## src/rtl/vkey_pkg.sv

```systemverilog
package vkey_pkg;

    typedef enum logic [2:0] {
        SUB_PASS,
        SUB_FIX_TOP,
        SUB_FIX_BOT,
        SUB_FIX_CTR,
        SUB_FIX_EDGES,
        SUB_KEEP_ONE,
        SUB_KEEP_KEY
    } sub_case_e;

    typedef enum logic [1:0] {
        SRC_TOP,
        SRC_CTR,
        SRC_BOT
    } src_e;

endpackage

```

## src/rtl/vkey_classify.sv

```systemverilog
module vkey_classify
    import vkey_pkg::*;
#(
    parameter bit CENTER_BANK = 1'b0
) (
    input  logic      en,
    input  logic      kt,
    input  logic      kc,
    input  logic      kb,
    output sub_case_e cs,
    output src_e      src
);

    generate
        if (CENTER_BANK) begin : g_center
            always_comb begin
                src = SRC_CTR;
                cs  = SUB_PASS;
                if (en) begin
                    if (kc) begin
                        cs = SUB_KEEP_KEY;
                    end else begin
                        unique case ({kt, kb})
                            2'b00: cs = SUB_PASS;
                            2'b10: cs = SUB_FIX_TOP;
                            2'b01: cs = SUB_FIX_BOT;
                            2'b11: cs = SUB_FIX_EDGES;
                            default: cs = SUB_PASS;
                        endcase
                    end
                end
            end
        end else begin : g_outer
            always_comb begin
                src = SRC_BOT;
                cs  = SUB_PASS;
                if (en) begin
                    unique case ({kt, kc, kb})
                        3'b000: cs = SUB_PASS;
                        3'b100: cs = SUB_FIX_TOP;
                        3'b001: cs = SUB_FIX_BOT;
                        3'b010: cs = SUB_FIX_CTR;
                        3'b110: begin cs = SUB_KEEP_ONE; src = SRC_BOT; end
                        3'b011: begin cs = SUB_KEEP_ONE; src = SRC_TOP; end
                        3'b101: begin cs = SUB_KEEP_ONE; src = SRC_CTR; end
                        3'b111: begin cs = SUB_KEEP_KEY; src = SRC_BOT; end
                        default: cs = SUB_PASS;
                    endcase
                end
            end
        end
    endgenerate

endmodule

```

## src/rtl/vkey_select.sv

```systemverilog
module vkey_select
    import vkey_pkg::*;
#(
    parameter int PW = 24
) (
    input  sub_case_e       cs,
    input  src_e            src,
    input  logic [PW-1:0]   top,
    input  logic [PW-1:0]   ctr,
    input  logic [PW-1:0]   bot,
    output logic [PW-1:0]   nt,
    output logic [PW-1:0]   nc,
    output logic [PW-1:0]   nb,
    output logic            bv,
    output logic [PW-1:0]   bp,
    output logic            bk
);

    logic [PW-1:0] kept;

    always_comb begin
        unique case (src)
            SRC_TOP: kept = top;
            SRC_CTR: kept = ctr;
            SRC_BOT: kept = bot;
            default: kept = bot;
        endcase
    end

    always_comb begin
        nt = top;
        nc = ctr;
        nb = bot;
        bv = 1'b0;
        bp = '0;
        bk = 1'b0;
        unique case (cs)
            SUB_PASS:      ;
            SUB_FIX_TOP:   nt = ctr;
            SUB_FIX_BOT:   nb = ctr;
            SUB_FIX_CTR:   nc = top;
            SUB_FIX_EDGES: begin nt = ctr; nb = ctr; end
            SUB_KEEP_ONE: begin
                nt = kept; nc = kept; nb = kept;
                bv = 1'b1; bp = kept;
            end
            SUB_KEEP_KEY: begin
                nt = kept; nc = kept; nb = kept;
                bv = 1'b1; bp = kept; bk = 1'b1;
            end
            default: ;
        endcase
    end

endmodule

```

## src/rtl/vkey_tap_sub.sv

```systemverilog
module vkey_tap_sub
    import vkey_pkg::*;
#(
    parameter int CW          = 8,
    parameter bit CENTER_BANK = 1'b0,
    localparam int PW         = 3 * CW
) (
    input  logic          clk,
    input  logic          rst_n,
    input  logic          keep_en,
    input  logic [PW-1:0] top_px,
    input  logic [PW-1:0] ctr_px,
    input  logic [PW-1:0] bot_px,
    input  logic          top_key,
    input  logic          ctr_key,
    input  logic          bot_key,
    output logic [PW-1:0] tap_top,
    output logic [PW-1:0] tap_ctr,
    output logic [PW-1:0] tap_bot,
    output logic          byp_vld,
    output logic [PW-1:0] byp_px,
    output logic          out_key
);

    sub_case_e     cs;
    src_e          src;
    logic [PW-1:0] nt, nc, nb, bp;
    logic          bv, bk;

    vkey_classify #(.CENTER_BANK(CENTER_BANK)) u_cls (
        .en  (keep_en),
        .kt  (top_key),
        .kc  (ctr_key),
        .kb  (bot_key),
        .cs  (cs),
        .src (src)
    );

    vkey_select #(.PW(PW)) u_sel (
        .cs  (cs),
        .src (src),
        .top (top_px),
        .ctr (ctr_px),
        .bot (bot_px),
        .nt  (nt),
        .nc  (nc),
        .nb  (nb),
        .bv  (bv),
        .bp  (bp),
        .bk  (bk)
    );

    always_ff @(posedge clk) begin
        if (!rst_n) begin
            tap_top <= '0;
            tap_ctr <= '0;
            tap_bot <= '0;
            byp_vld <= 1'b0;
            byp_px  <= '0;
            out_key <= 1'b0;
        end else begin
            tap_top <= nt;
            tap_ctr <= nc;
            tap_bot <= nb;
            byp_vld <= bv;
            byp_px  <= bp;
            out_key <= bk;
        end
    end

endmodule

```

## config.mk

```make
export PLATFORM = sky130hd
export DESIGN_NAME = vkey_tap_sub
export DESIGN_NICKNAME = d
export VERILOG_FILES = /design/src/rtl/vkey_pkg.sv /design/src/rtl/vkey_classify.sv /design/src/rtl/vkey_select.sv /design/src/rtl/vkey_tap_sub.sv
export SDC_FILE = /design/constraint.sdc
export NUM_CORES = 1
export LEC_CHECK = 0
export BUFFER_PORTS_ARGS = -buffer_cell sky130_fd_sc_hd__buf_2
export CORE_UTILIZATION = 49
export CTS_CLUSTER_DIAMETER = 40
export DETAILED_ROUTE_END_ITERATION = 8
export GPL_TIMING_DRIVEN = 0
export PLACE_DENSITY = 0.8
export SYNTH_ARGS = -nofsm -noshare
export SYNTH_HDL_FRONTEND = slang
export SYNTH_SLANG_ARGS = --single-unit
```

## constraint.sdc

```tcl
create_clock -name clk -period 1.7 [get_ports clk]
set_input_delay 0.255 -clock clk [delete_from_list [all_inputs] [get_ports clk]]
set_output_delay 0.255 -clock clk [all_outputs]
set_load 0.01 [all_outputs]
```

### After elaboration in Yosys (flattened, before gate mapping)

Cells that the tools add are included.

| operators by class | value |
|---|---|
| equal/unequal tests | 14 |
| muxes and demuxes | 10 |
| reductions and logical operators | 7 |

Operators with widths:

| kind | number |
|---|---|
| 24-bit one-hot mux with 2 select lines | 4 |
| 3-bit == test, second input constant | 7 |
| 3-bit one-hot mux with 6 select lines | 1 |
| 3-bit by 2-bit == test with 1-bit output, second input constant | 4 |
| 3-bit by 1-bit == test with 1-bit output, second input constant | 2 |
| 2-bit OR reduction | 3 |
| 2-bit one-hot mux with 2 select lines | 1 |
| 3-bit zero test | 1 |
| 3-bit two-way mux | 1 |
| 3-bit OR reduction | 1 |
| 2-bit by 1-bit == test with 1-bit output, second input constant | 1 |
| 2-bit zero test | 1 |
| 1-bit two-way mux | 2 |
| 2-bit two-way mux | 1 |
| 2-bit AND reduction | 1 |

| word-level totals | value |
|---|---|
| register bits after elaboration | 98 |
| bits of input ports | 78 |

### Depth between registers and ports, before layout

Gate-level depths: netlist of run 1.

| logic depth | value |
|---|---|
| depth after elaboration | 7 |
| depth in mapped cells | 7 |
| mapped depth without buffers | 3 |

### Modules after synthesis

Synthesis of run 1 repeated with hierarchy kept, for this count alone.

| unflattened totals | value |
|---|---|
| cell total of the unflattened synthesis | 815 |
| area total of the unflattened synthesis | 6959.2 µm² |

Modules (own cells, without submodules):

| module | times used | cells each | area each (µm²) | seq. area each (µm²) |
|---|---|---|---|---|
| vkey_select | 1 | 597 | 4232.8 | 0.0 |
| vkey_tap_sub | 1 | 206 | 2640.0 | 1961.9 |
| vkey_classify | 1 | 12 | 86.3 | 0.0 |

### Least setup slack after synthesis of run 1

OpenSTA, ideal clock, no wires.

| path | value |
|---|---|
| kind | input to register |
| from | input ctr_key |
| to | register tap_ctr[10] |
| data arrival time | 1.323 ns |
| slack | 0.255 ns |
| stages | 6 |
| path buffers | 3 |
| cell sequence | buf_6 -> buf_6 -> buf_2 -> and3_1 -> o311a_1 -> a221o_1 |

| between the ends | value |
|---|---|
| cells in the longest elaborated chain, start to end | 7 |

RTL lines:

| element | RTL line | source |
|---|---|---|
| start: declaration | vkey_tap_sub.sv:15 | `input logic ctr_key,` |
| 3-bit == test or 3-bit by 2-bit == test with 1-bit output (tied branches) | vkey_classify.sv:38 | `unique case ({kt, kc, kb})` |
| 3-bit OR reduction (no source line) | n/a |  |
| 3-bit one-hot mux with 6 select lines | vkey_classify.sv:38 |  |
| 3-bit two-way mux | vkey_classify.sv:37 | `if (en) begin` |
| 3-bit == test | vkey_select.sv:37 | `unique case (cs)` |
| 2-bit OR reduction (no source line) | n/a |  |
| 24-bit one-hot mux with 2 select lines (*) | vkey_select.sv:37 |  |
| end signal: assignment | vkey_tap_sub.sv:63 | `tap_ctr <= nc;` |
| end: declaration | vkey_tap_sub.sv:18 | `output logic [PW-1:0] tap_ctr,` |

Every way passes the cells marked *; elsewhere a longest branch is shown, timed or not.
A chain may end at the register's enable or synchronous reset.

### Worst setup path in the final report of run 1

| path | value |
|---|---|
| from | input keep_en |
| to | register tap_bot[3] |

| between the ends | value |
|---|---|
| cells in the longest elaborated chain, start to end | 4 |

RTL lines:

| element | RTL line | source |
|---|---|---|
| start: declaration | vkey_tap_sub.sv:10 | `input logic keep_en,` |
| 2-bit two-way mux or 3-bit two-way mux (tied branches) | vkey_classify.sv:37 |  |
| 2-bit by 1-bit == test with 1-bit output (tied with other cells) | vkey_select.sv:22 | `unique case (src)` |
| 24-bit one-hot mux with 2 select lines or 2-bit OR reduction (tied branches) | n/a |  |
| 24-bit one-hot mux with 2 select lines (*) | vkey_select.sv:37 |  |
| end signal: assignment | vkey_tap_sub.sv:64 | `tap_bot <= nb;` |
| end: declaration | vkey_tap_sub.sv:19 | `output logic [PW-1:0] tap_bot,` |

Marks and branches as above.

==> report_table.html, run 1 <==
<table>
<tr><th>Metric</th><th>Value</th></tr>
<tr><th colspan="2">Placed design</th></tr>
<tr><td>Post-detail-place hpwl</td><td>11.93 mm</td></tr>
<tr><td>Number of input and output port buffers inserted</td><td>173</td></tr>
<tr><td>Placer's final routability congestion estimate</td><td>between 0.9 and 1</td></tr>
<tr><td>Total placed cells including tap cells</td><td>794</td></tr>
<tr><td>Post-placement cell area</td><td>between 5000 and 6000 sq um</td></tr>
<tr><th colspan="2">Worst setup path</th></tr>
<tr><td>Kind of start point of the critical path</td><td>input pin</td></tr>
<tr><td>Worst setup path class</td><td>in -&gt; reg</td></tr>
<tr><td>CP required</td><td>between 1.5 and 2 ns</td></tr>
<tr><td>Worst setup EP type</td><td>register</td></tr>
<tr><td>Largest driver fanout on the critical path</td><td>10</td></tr>
<tr><td>Endpoint arrival time on the critical path</td><td>about 2 ns</td></tr>
<tr><th colspan="2">Floorplanning</th></tr>
<tr><td>Placeable core region</td><td>9284 sq um</td></tr>
<tr><td>Placement row count</td><td>35</td></tr>
<tr><td>Vertical die dimension</td><td>around 100 um</td></tr>
<tr><td>Number of primary I/O pins</td><td>roughly 180</td></tr>
<tr><td>Full die area</td><td>between 9000 and 10000 sq um</td></tr>
<tr><td>Starting utilization of the core area</td><td>0.5059</td></tr>
<tr><td>Floorplan die width</td><td>99.91 um</td></tr>
<tr><th colspan="2">Timing</th></tr>
<tr><td>Share of the cycle needed by the critical path after routing</td><td>1.012</td></tr>
<tr><td>Unrepaired setup endpoints after global routing</td><td>false</td></tr>
<tr><td>Worst slew margin</td><td>0.5426</td></tr>
<tr><td>Max-slew violation total from the final report</td><td>0</td></tr>
<tr><td>Maximum frequency from static timing analysis</td><td>581.4 MHz</td></tr>
<tr><td>Final hold violations</td><td>0</td></tr>
<tr><td>Slew @ Worst Pin</td><td>~0.7 ns</td></tr>
<tr><td>Setup ws final</td><td>-0.02006 ns</td></tr>
<tr><td>Clock period minus final worst setup slack</td><td>roughly 1.7 ns</td></tr>
<tr><td>Setup tns final</td><td>-0.02006 ns</td></tr>
<tr><td>Setup Viol. Count Final</td><td>1</td></tr>
<tr><th colspan="2">Cells and area</th></tr>
<tr><td>Fraction of final layout cells with drive strength greater than 1</td><td>0.3319</td></tr>
<tr><td>Post-route cell area</td><td>5961 sq um</td></tr>
<tr><td>Final std cells w/o fill</td><td>just over 800</td></tr>
<tr><td>Highest-count cells in the layout ignoring fill and taps</td><td>buf_2, dfxtp_1, a311oi_1</td></tr>
<tr><td>Most common library cell in the layout ignoring fill and taps</td><td>buf_2</td></tr>
<tr><td>Area added between synthesis and finish</td><td>26.90%</td></tr>
<tr><td>Final #Nets</td><td>754</td></tr>
<tr><td>Count of inserted antenna diode cells</td><td>0</td></tr>
<tr><th colspan="2">Detailed routing</th></tr>
<tr><td>Final ANT Viol Nets</td><td>0</td></tr>
<tr><td>Total via count after detailed routing</td><td>about 5400</td></tr>
<tr><td>Average via count per standard cell</td><td>~6.6</td></tr>
<tr><td>Met3 routed WL</td><td>2.284 mm</td></tr>
<tr><td>Uppermost metal layer occupied by signal nets</td><td>met4</td></tr>
<tr><td>DRC violations left</td><td>0</td></tr>
<tr><td>DR iter-0 viols</td><td>632</td></tr>
<tr><td>Metal2 WL</td><td>approximately 7.8 mm</td></tr>
<tr><td>M1 WL</td><td>roughly 6.6 mm</td></tr>
<tr><td>Total iterations of the first detailed-routing run</td><td>5</td></tr>
<tr><td>Routed length per placed instance</td><td>between 20 and 25 um</td></tr>
<tr><td>Final WL</td><td>17.34 mm</td></tr>
<tr><th colspan="2">Power</th></tr>
<tr><td>P_leak</td><td>slightly below 3 nW</td></tr>
<tr><td>NetSw</td><td>around 1.6 mW</td></tr>
<tr><td>Post-layout total power</td><td>5.330 mW</td></tr>
<tr><td>Combinational share of power</td><td>0.207</td></tr>
<tr><td>P per Cell Area</td><td>about 890 nW/um^2</td></tr>
<tr><td>Pint</td><td>between 3 and 4 mW</td></tr>
<tr><td>Share of total power in sequential cells</td><td>0.468</td></tr>
<tr><td>Switching share of power</td><td>0.2936</td></tr>
<tr><td>Worst ir drop on vdd</td><td>a little under 500 uV</td></tr>
<tr><td>Proportion of power drawn by the clock network</td><td>0.325</td></tr>
<tr><th colspan="2">Outcome</th></tr>
<tr><td>Run status</td><td>finished, violations left</td></tr>
<tr><td>Violations in the final reports</td><td>negative setup slack</td></tr>
<tr><th colspan="2">Logic synthesis</th></tr>
<tr><td>Seq/Total Area, Yosys</td><td>0.4177</td></tr>
<tr><td>Distinct cell type count of the synthesized netlist</td><td>27</td></tr>
<tr><td>Average cell area after synthesis</td><td>about 9.5 sq um</td></tr>
<tr><td>Post-Synthesis Cells</td><td>492</td></tr>
<tr><td>Number of storage elements in the synthesis netlist</td><td>98</td></tr>
<tr><td>Synth warn</td><td>0</td></tr>
<tr><td>Total nets after synthesis</td><td>between 500 and 600</td></tr>
<tr><td>Mapped Area</td><td>approximately 4700 sq um</td></tr>
<tr><th colspan="2">Clocking</th></tr>
<tr><td>CTS Root Buffer Type</td><td>clkbuf_8</td></tr>
<tr><td>Clock slew seen by the registers of the worst setup and hold paths</td><td>0.10 ns</td></tr>
<tr><td>Number of H-tree levels</td><td>3</td></tr>
<tr><td>Setup repair bufs after CTS</td><td>0</td></tr>
<tr><td>Maximum count of clock buffers along a single path</td><td>2</td></tr>
<tr><td>Clock tree from TritonCTS</td><td>yes</td></tr>
<tr><td>Num CTS Buffers</td><td>9</td></tr>
<tr><td>CTS sink cnt</td><td>a little under 100</td></tr>
<tr><th colspan="2">Global route</th></tr>
<tr><td>Number of antenna violations at the first check in global routing</td><td>0</td></tr>
<tr><td>Overflow left after global routing</td><td>0</td></tr>
<tr><td>Wire length of the first global-routing pass</td><td>26.36 mm</td></tr>
<tr><td>Largest net degree at the start of global routing</td><td>17</td></tr>
<tr><td>Vias in the first global route</td><td>around 5200</td></tr>
<tr><td>Total GRT Usage</td><td>0.3407</td></tr>
<tr><th colspan="2">Job</th></tr>
<tr><td>Number of max-cap violations</td><td>0</td></tr>
<tr><th colspan="2">Min path</th></tr>
<tr><td>Hold Path Class</td><td>in -&gt; reg</td></tr>
</table>
==> cells in the mapped netlist (all sizes together) <==
cell / instances / area (sq um)
nand4b: 10 / 87.58
nand2: 26 / 100.1
a211oi: 5 / 37.54
and4b: 38 / 380.4
nor4b: 1 / 15.01
o311a: 19 / 190.2
buf: 35 / 206.5
nor3: 20 / 100.1
clkbuf: 28 / 106.4
a311oi: 53 / 464.2
nor2: 1 / 6.260
a21o: 27 / 202.7
nor3b: 1 / 7.510
and2: 1 / 6.260
nand3: 5 / 25.02
inv: 2 / 7.510
and3: 24 / 150.1
nand2b: 24 / 150.1
a221o: 24 / 240.2
nor2b: 1 / 6.260
a21oi: 49 / 245.2
dfxtp: 98 / 1962
==> power groups by stage <==
| stage | sequential (mW) | clock, mW | combinational (mW) |
|---|---|---|---|
| after floorplan | 2.63 | 0 | 0.503 |
| after global placement | 2.54 | 0 | 1.04 |
| after detailed placement | 2.55 | 0 | 1.06 |
| after CTS | 2.49 | 1.72 | 1.07 |
| after global routing | 2.51 | 1.81 | 1.17 |
| final | 2.49 | 1.73 | 1.11 |
==> per-layer routing <==
metal  vias up  GRT usage
met3        80    0.06964
met5         -          0
met4         0     0.2025
li1       2324          -
met2       503     0.5390
met1      2473     0.4298
==> worst paths after layout <==
| check | depth (start not counted) | from | endpoint |
|---|---|---|---|
| worst max-delay path | 5 | keep_en | tap_bot[3] |
| worst min-delay path | 2 | top_px[6] | tap_ctr[6] |
==> registers in the layout, indices dropped and copies added, names as in the netlist <==
register	count
byp_px	24
byp_vld	1
out_key	1
tap_bot	24
tap_ctr	24
tap_top	24
==> logic make-up after synthesis <==
family	count (synthesis)	synth area share
compound gates	177	0.2938
simple gates	152	0.2203
flops	98	0.4177
buf+inv	65	0.06819
==> repair_timing <==
action,4_1_cts,5_1_grt
hold buffers,0,0
endpoints found under the setup margin,0,21
resized for setup,0,4
==> area by class of cell <==
class | instances | area, sq um
plain buffers | 63 | 314.1
clock buffers | 11 | 141.4
clock inverters | 5 | 85.08
fillers | 810 | 3323
inverters | 2 | 7.507
multi-input cells | 329 | 2424
flip-flops and latches | 98 | 1962
well taps | 129 | 161.4
repair buffers | 173 | 865.8
==> critical path: stages <==
cell and delay (ns):
buf_2 0.19, clkbuf_1 0.45, clkbuf_1 0.53, a21oi_1 0.19, a311oi_1 0.36
==> through the flow <==
step | worst slack (ns) | util | hold WS (ns)
floorplan | 0.2553 | - | 0.3929
detailed placement | -0.2813 | 0.6166 | 0.5145
CTS | 0.09948 | 0.6410 | 0.1357
global route | 0.01182 | 0.6420 | 0.1513
global placement | -0.2806 | 0.6166 | 0.5121
finish | -0.02006 | 0.6420 | 0.1378
Power figures use the tool's default switching activity.
==> run 2, diff against run 1 <==
==> constraint.sdc (replaced) <==
create_clock -name clk -period 1.7 [get_ports clk]
set_input_delay 0 -clock clk [delete_from_list [all_inputs] [get_ports clk]]
set_output_delay 0 -clock clk [all_outputs]
set_load 0.01 [all_outputs]
==> report_table.html, run 2 (synthesized netlist as in run 1, its figures left out) <==
<table>
<tr><th>Metric</th><th>Value</th></tr>
<tr><th colspan="2">Floorplanning</th></tr>
<tr><td>Number of primary I/O pins</td><td>176 (unchanged)</td></tr>
<tr><td>Full die area</td><td>9981 sq um (unchanged)</td></tr>
<tr><td>Placement row count</td><td>35 (unchanged)</td></tr>
<tr><td>Placeable core region</td><td>9284 sq um (unchanged)</td></tr>
<tr><td>Vertical die dimension</td><td>99.91 um (unchanged)</td></tr>
<tr><td>Floorplan die width</td><td>99.91 um (unchanged)</td></tr>
<tr><td>Starting utilization of the core area</td><td>0.5059 (unchanged)</td></tr>
<tr><th colspan="2">Timing</th></tr>
<tr><td>Maximum frequency from static timing analysis</td><td>618.1 MHz (+6.3%)</td></tr>
<tr><td>Unrepaired setup endpoints after global routing</td><td>false</td></tr>
<tr><td>Slew @ Worst Pin</td><td>0.7117 ns (+0.02552 ns)</td></tr>
<tr><td>Worst slew margin</td><td>0.5256 (-0.01702)</td></tr>
<tr><td>Clock period minus final worst setup slack</td><td>1.618 ns (-0.1021 ns)</td></tr>
<tr><td>Setup Viol. Count Final</td><td>0 (-1)</td></tr>
<tr><td>Share of the cycle needed by the critical path after routing</td><td>0.9517 (-0.06008)</td></tr>
<tr><td>Final hold violations</td><td>0 (unchanged)</td></tr>
<tr><td>Hold_ws</td><td>0.02861 ns (-0.1092 ns)</td></tr>
<tr><td>Setup ws final</td><td>0.08208 ns (+0.1021 ns)</td></tr>
<tr><td>Max-slew violation total from the final report</td><td>0 (unchanged)</td></tr>
<tr><th colspan="2">Outcome</th></tr>
<tr><td>Run status</td><td>finished, final reports clean</td></tr>
<tr><th colspan="2">Global route</th></tr>
<tr><td>Number of antenna violations at the first check in global routing</td><td>0 (unchanged)</td></tr>
<tr><td>Vias in the first global route</td><td>5688 (+9.1%)</td></tr>
<tr><td>Overflow left after global routing</td><td>0 (unchanged)</td></tr>
<tr><td>Largest net degree at the start of global routing</td><td>17 (unchanged)</td></tr>
<tr><td>Total GRT Usage</td><td>0.3624 (+0.02170)</td></tr>
<tr><td>Wire length of the first global-routing pass</td><td>28.21 mm (+7.0%)</td></tr>
<tr><th colspan="2">Cells and area</th></tr>
<tr><td>Post-route cell area</td><td>6714 sq um (+13%)</td></tr>
<tr><td>Area added between synthesis and finish</td><td>42.94%</td></tr>
<tr><td>Most common library cell in the layout ignoring fill and taps</td><td>buf_2</td></tr>
<tr><td>Count of inserted antenna diode cells</td><td>0 (unchanged)</td></tr>
<tr><td>Final #Nets</td><td>829 (+9.9%)</td></tr>
<tr><td>Fraction of final layout cells with drive strength greater than 1</td><td>0.2989 (-0.03292)</td></tr>
<tr><td>Combined flip-flop and latch cell area</td><td>1962 sq um (unchanged)</td></tr>
<tr><td># fillers</td><td>717 (-11%)</td></tr>
<tr><td>Final design utilization</td><td>0.7232 (+0.08113)</td></tr>
<tr><td>Highest-count cells in the layout ignoring fill and taps</td><td>buf_2, dfxtp_1, dlygate4sd3_1</td></tr>
<tr><td>Multi-input gate area</td><td>2427 sq um (+0.16%)</td></tr>
<tr><th colspan="2">Clocking</th></tr>
<tr><td>Clock slew seen by the registers of the worst setup and hold paths</td><td>0.10 ns (about the same)</td></tr>
<tr><td>Num CTS Buffers</td><td>9 (unchanged)</td></tr>
<tr><td>Number of H-tree levels</td><td>3 (unchanged)</td></tr>
<tr><td>Setup repair bufs after CTS</td><td>0 (unchanged)</td></tr>
<tr><td>Maximum count of clock buffers along a single path</td><td>2 (unchanged)</td></tr>
<tr><td>Clock tree from TritonCTS</td><td>yes</td></tr>
<tr><td>CTS sink cnt</td><td>98 (unchanged)</td></tr>
<tr><td>CTS Root Buffer Type</td><td>clkbuf_8</td></tr>
<tr><th colspan="2">Worst setup path</th></tr>
<tr><td>Kind of start point of the critical path</td><td>input pin</td></tr>
<tr><td>Chain of cells forming the critical path</td><td>buf_2, buf_2, buf_2, nand3_1, a311oi_1, a221o_1, dlygate4sd3_1</td></tr>
<tr><td>Most used cell along the critical path</td><td>buf_2</td></tr>
<tr><td>Endpoint arrival time on the critical path</td><td>1.94 ns (-0.04 ns)</td></tr>
<tr><td>CP required</td><td>2.02 ns (+0.06 ns)</td></tr>
<tr><td>Largest driver fanout on the critical path</td><td>10 (unchanged)</td></tr>
<tr><td>CP peak stage delay</td><td>0.54 ns (about the same)</td></tr>
<tr><td>Worst setup path class</td><td>in -&gt; reg</td></tr>
<tr><td>Worst setup EP type</td><td>register</td></tr>
<tr><td>Worst path slowest cell</td><td>dlygate4sd3_1</td></tr>
<tr><th colspan="2">Detailed routing</th></tr>
<tr><td>DRC violations left</td><td>0 (unchanged)</td></tr>
<tr><td>Total via count after detailed routing</td><td>5766 (+7.2%)</td></tr>
<tr><td>Average via count per standard cell</td><td>6.515 (-1.9%)</td></tr>
<tr><td>DR iter-0 viols</td><td>761 (+20%)</td></tr>
<tr><td>Total iterations of the first detailed-routing run</td><td>6 (+1)</td></tr>
<tr><td>Routed length per placed instance</td><td>20.90 um (-2.4%)</td></tr>
<tr><td>Final WL</td><td>18.50 mm (+6.7%)</td></tr>
<tr><td>Final ANT Viol Nets</td><td>0 (unchanged)</td></tr>
<tr><th colspan="2">Placed design</th></tr>
<tr><td>Number of input and output port buffers inserted</td><td>173 (unchanged)</td></tr>
<tr><td>Post-place setup slack</td><td>-0.02633 ns (+0.2550 ns)</td></tr>
<tr><td>Post-placement cell area</td><td>5724 sq um (unchanged)</td></tr>
<tr><td>Placer's final routability congestion estimate</td><td>0.9894 (unchanged)</td></tr>
<tr><td>Post-detail-place hpwl</td><td>11.93 mm (unchanged)</td></tr>
<tr><th colspan="2">Power</th></tr>
<tr><td>P_leak</td><td>3.254 nW (+11%)</td></tr>
<tr><td>Worst ir drop on vdd</td><td>484.1 uV (+0.27%)</td></tr>
<tr><td>P per Cell Area</td><td>816.8 nW/um^2 (-8.7%)</td></tr>
<tr><td>Post-layout total power</td><td>5.484 mW (+2.9%)</td></tr>
<tr><th colspan="2">Job</th></tr>
<tr><td>Number of max-cap violations</td><td>0 (unchanged)</td></tr>
<tr><th colspan="2">Min path</th></tr>
<tr><td>Hold Path Class</td><td>in -&gt; reg</td></tr>
</table>
[run 2: cell types whose count changed in the layout (fill, tap and decap cells not counted)]
cell	delta
clkbuf_2	-1
a21oi_2	+1
buf_1	-1
clkbuf_1	+2
dlygate4sd3_1	+75
a21oi_1	-1
[run 2: routing by layer]
| layer | routed length, um | vias to the layer above | GRT usage |
|---|---|---|---|
| li1 | - | 2473 | - |
| met1 | 6932 | 2642 | 0.4409 |
| met2 | 8450 | 533 | 0.5942 |
| met3 | 2198 | 118 | 0.06337 |
| met4 | 915 | 0 | 0.2308 |
| met5 | 0 | - | 0 |
[run 2: area by class of cell]
class / instances / share of cell area
plain buffers: 63 / 0.04659
clock buffers: 11 / 0.02106
clock inverters: 5 / 0.01267
inverters: 2 / 0.001118
multi-input cells: 329 / 0.3615
flip-flops and latches: 98 / 0.2922
well taps: 129 / 0.02404
repair buffers: 248 / 0.2408
[run 2: power breakdown]
part / switching [mW] / internal [mW] / total (mW)
clock: 0.854 / 0.881 / 1.74
sequential: 0.0432 / 2.45 / 2.50
combinational: 0.705 / 0.548 / 1.25
[run 2: worst paths after layout]
kind                          end     from  cells after the start  slack (ns)
worst max-delay path  tap_ctr[21]  top_key                      7        0.08
worst min-delay path   tap_top[3]  ctr_key                      4        0.03
[run 2: critical path, delay by kind of cell]
kind / cells / cell delay [ns]
AND/OR/NAND/NOR: 1 / 0.13
buffers and inverters: 4 / 1.22
AO/OA/AOI/OAI: 2 / 0.58
[run 2: repair_timing]
item	4_1_cts	5_1_grt
hold buffers	75	0
endpoints found under the hold margin	71	0
gates resized for setup	0	2
setup endpoints to repair	0	2
[run 2: metrics by stage]
stage / TNS, ns / instances
floorplan: 0 / 492
global placement: -0.02558 / 794
detailed placement: -0.08680 / 794
CTS: 0 / 885
global route: 0 / 885
finish: 0 / 885
==> run 3, diff against run 2 <==
BUFFER_PORTS_ARGS = unset   (was -buffer_cell sky130_fd_sc_hd__buf_2)
CORE_UTILIZATION = 63   (was 49)
DONT_BUFFER_PORTS = 1   (was unset)
PLACE_DENSITY = 0.79   (was 0.8)
==> report_table.html, run 3 (synthesized netlist as in run 1, its figures left out) <==
<table>
<tr><th>Metric</th><th>Value</th></tr>
<tr><th colspan="2">Outcome</th></tr>
<tr><td>Run status</td><td>finished, violations left</td></tr>
<tr><td>Violations in the final reports</td><td>negative setup slack</td></tr>
<tr><th colspan="2">Clocking</th></tr>
<tr><td>Clock slew seen by the registers of the worst setup and hold paths</td><td>0.10 ns (about the same)</td></tr>
<tr><td>CTS Root Buffer Type</td><td>clkbuf_8</td></tr>
<tr><td>CTS sink cnt</td><td>98 (unchanged)</td></tr>
<tr><td>Num CTS Buffers</td><td>9 (unchanged)</td></tr>
<tr><td>Maximum count of clock buffers along a single path</td><td>2 (unchanged)</td></tr>
<tr><td>Setup repair bufs after CTS</td><td>0 (unchanged)</td></tr>
<tr><td>Number of H-tree levels</td><td>3 (unchanged)</td></tr>
<tr><td>Clock tree from TritonCTS</td><td>yes</td></tr>
<tr><td>Post-CTS resize count</td><td>0 (unchanged)</td></tr>
<tr><th colspan="2">Global route</th></tr>
<tr><td>Wire length of the first global-routing pass</td><td>27.12 mm (-3.9%)</td></tr>
<tr><td>Overflow left after global routing</td><td>0 (unchanged)</td></tr>
<tr><td>Total GRT Usage</td><td>0.4626 (+0.1002)</td></tr>
<tr><td>Vias in the first global route</td><td>5231 (-8.0%)</td></tr>
<tr><td>Largest net degree at the start of global routing</td><td>18 (+1)</td></tr>
<tr><td>Number of antenna violations at the first check in global routing</td><td>1 (+1)</td></tr>
<tr><th colspan="2">Timing</th></tr>
<tr><td>Setup ws final</td><td>-0.004199 ns (-0.08628 ns)</td></tr>
<tr><td>Worst slew margin</td><td>0.3433 (-0.1822)</td></tr>
<tr><td>Clock period minus final worst setup slack</td><td>1.704 ns (+0.08628 ns)</td></tr>
<tr><td>Slew @ Worst Pin</td><td>0.9824 ns (+0.2708 ns)</td></tr>
<tr><td>Final hold violations</td><td>0 (unchanged)</td></tr>
<tr><td>Share of the cycle needed by the critical path after routing</td><td>1.002 (+0.05075)</td></tr>
<tr><td>Maximum frequency from static timing analysis</td><td>586.8 MHz (-5.1%)</td></tr>
<tr><td>Setup Viol. Count Final</td><td>2 (+2)</td></tr>
<tr><td>Max-slew violation total from the final report</td><td>0 (unchanged)</td></tr>
<tr><td>Unrepaired setup endpoints after global routing</td><td>true</td></tr>
<tr><td>Hold_ws</td><td>0.01385 ns (-0.01476 ns)</td></tr>
<tr><th colspan="2">Floorplanning</th></tr>
<tr><td>Floorplan die width</td><td>88.35 um (-12%)</td></tr>
<tr><td>Number of primary I/O pins</td><td>176 (unchanged)</td></tr>
<tr><td>Placement row count</td><td>31 (-11%)</td></tr>
<tr><td>Full die area</td><td>7805 sq um (-22%)</td></tr>
<tr><td>Vertical die dimension</td><td>88.35 um (-12%)</td></tr>
<tr><td>Placeable core region</td><td>7214 sq um (-22%)</td></tr>
<tr><td>Starting utilization of the core area</td><td>0.6511 (+0.1451)</td></tr>
<tr><th colspan="2">Cells and area</th></tr>
<tr><td>Fraction of final layout cells with drive strength greater than 1</td><td>0.09029 (-0.2087)</td></tr>
<tr><td>Area added between synthesis and finish</td><td>23.49%</td></tr>
<tr><td>Final #Nets</td><td>660 (-20%)</td></tr>
<tr><td>Most common library cell in the layout ignoring fill and taps</td><td>dfxtp_1</td></tr>
<tr><td>Highest-count cells in the layout ignoring fill and taps</td><td>dfxtp_1, dlygate4sd3_1, a311oi_1</td></tr>
<tr><td>Final std cells w/o fill</td><td>687 (-22%)</td></tr>
<tr><th colspan="2">Power</th></tr>
<tr><td>P_leak</td><td>2.466 nW (-24%)</td></tr>
<tr><td>P per Cell Area</td><td>865.0 nW/um^2 (+5.9%)</td></tr>
<tr><td>Worst ir drop on vdd</td><td>447.9 uV (-7.5%)</td></tr>
<tr><th colspan="2">Min path</th></tr>
<tr><td>Hold path start</td><td>ctr_key</td></tr>
<tr><td>Hold Path Class</td><td>in -&gt; reg</td></tr>
<tr><td>Number of stages on the worst hold path</td><td>4 (unchanged)</td></tr>
<tr><td>Worst-case hold path end point</td><td>tap_top[0]</td></tr>
<tr><th colspan="2">Detailed routing</th></tr>
<tr><td>Average via count per standard cell</td><td>7.783 (+19%)</td></tr>
<tr><td>Routed length per placed instance</td><td>26.44 um (+27%)</td></tr>
<tr><td>Total iterations of the first detailed-routing run</td><td>6 (unchanged)</td></tr>
<tr><td>Final ANT Viol Nets</td><td>0 (unchanged)</td></tr>
<tr><td>DRC violations left</td><td>0 (unchanged)</td></tr>
<tr><td>Final WL</td><td>18.17 mm (-1.8%)</td></tr>
<tr><td>DR iter-0 viols</td><td>789 (+3.7%)</td></tr>
<tr><td>Total via count after detailed routing</td><td>5347 (-7.3%)</td></tr>
<tr><th colspan="2">Worst setup path</th></tr>
<tr><td>Endpoint arrival time on the critical path</td><td>1.98 ns (+0.04 ns)</td></tr>
<tr><td>Kind of start point of the critical path</td><td>input pin</td></tr>
<tr><td>Worst setup EP type</td><td>register</td></tr>
<tr><td>Worst setup path class</td><td>in -&gt; reg</td></tr>
<tr><td>Largest driver fanout on the critical path</td><td>8 (-2)</td></tr>
<tr><td>CP required</td><td>1.98 ns (-0.04 ns)</td></tr>
<tr><th colspan="2">Placed design</th></tr>
<tr><td>Placer's final routability congestion estimate</td><td>0.9689 (-2.1%)</td></tr>
<tr><td>Total placed cells including tap cells</td><td>591 (-26%)</td></tr>
<tr><td>Number of input and output port buffers inserted</td><td>0 (-100%)</td></tr>
<tr><td>Post-detail-place hpwl</td><td>10.67 mm (-11%)</td></tr>
<tr><td>Post-place setup slack</td><td>-0.07320 ns (-0.04687 ns)</td></tr>
<tr><th colspan="2">Job</th></tr>
<tr><td>Number of max-cap violations</td><td>0 (unchanged)</td></tr>
</table>
[run 3: repair_timing]
action / CTS / global route
endpoints found under the hold margin: 89 / 1
setup endpoints to repair: 0 / 3
hold buffers: 78 / 1
[run 3: worst max-delay path by stage]
| stage | from | end | slack (ns) | cells after the start |
|---|---|---|---|---|
| after global placement | keep_en | tap_ctr[17] | 0.03 | 5 |
| after CTS | keep_en | tap_ctr[21] | 0.07 | 6 |
| after global routing | keep_en | tap_ctr[20] | -0.02 | 6 |
| after detailed placement | keep_en | tap_ctr[17] | -0.07 | 5 |
| final | keep_en | tap_ctr[20] | -0.004 | 6 |
| after floorplan | ctr_key | tap_ctr[10] | 0.51 | 6 |
[run 3: per-layer routing]
layer  part of all wire  wire, um  track usage
met5                  0         0            0
met4              0.068      1229       0.2991
met3               0.16      2958       0.1511
met2               0.44      7971       0.7210
met1               0.33      6007       0.5472
[run 3: power breakdown]
| part | internal (mW) | total [mW] | switching [mW] |
|---|---|---|---|
| clock network | 0.588 | 1.49 | 0.897 |
| logic | 0.394 | 0.933 | 0.539 |
| registers | 2.46 | 2.60 | 0.143 |
[run 3: critical path: stages]
cell           delay, ns
buf_2               0.14
nand2_2             0.10
dlygate4sd3_1       0.78
a311oi_1            0.12
a221o_1             0.28
dlygate4sd3_1       0.56
[run 3: layout make-up]
type | instances | area (sq um)
Tap cell | 99 | 123.9
Buffer | 63 | 312.8
Fill cell | 490 | 1414
Sequential cell | 98 | 1962
Clock inverter | 6 | 48.80
Clock buffer | 10 | 137.6
Antenna cell | 1 | 2.502
Multi-Input combinational cell | 329 | 2415
Timing Repair Buffer | 79 | 790.8
Inverter | 2 | 7.507
[run 3: per-stage QoR]
| stage | instance area, sq um | power, mW | TNS [ns] | utilization |
|---|---|---|---|---|
| after floorplan | 4697 | 3.132 | 0 | - |
| after global placement | 4821 | 3.310 | 0 | 0.6682 |
| after detailed placement | 4821 | 3.323 | -0.3041 | 0.6682 |
| after CTS | 5788 | 4.901 | 0 | 0.8023 |
| after global routing | 5801 | 5.136 | -0.03297 | 0.8040 |
| final | 5801 | 5.018 | -0.005980 | 0.8040 |
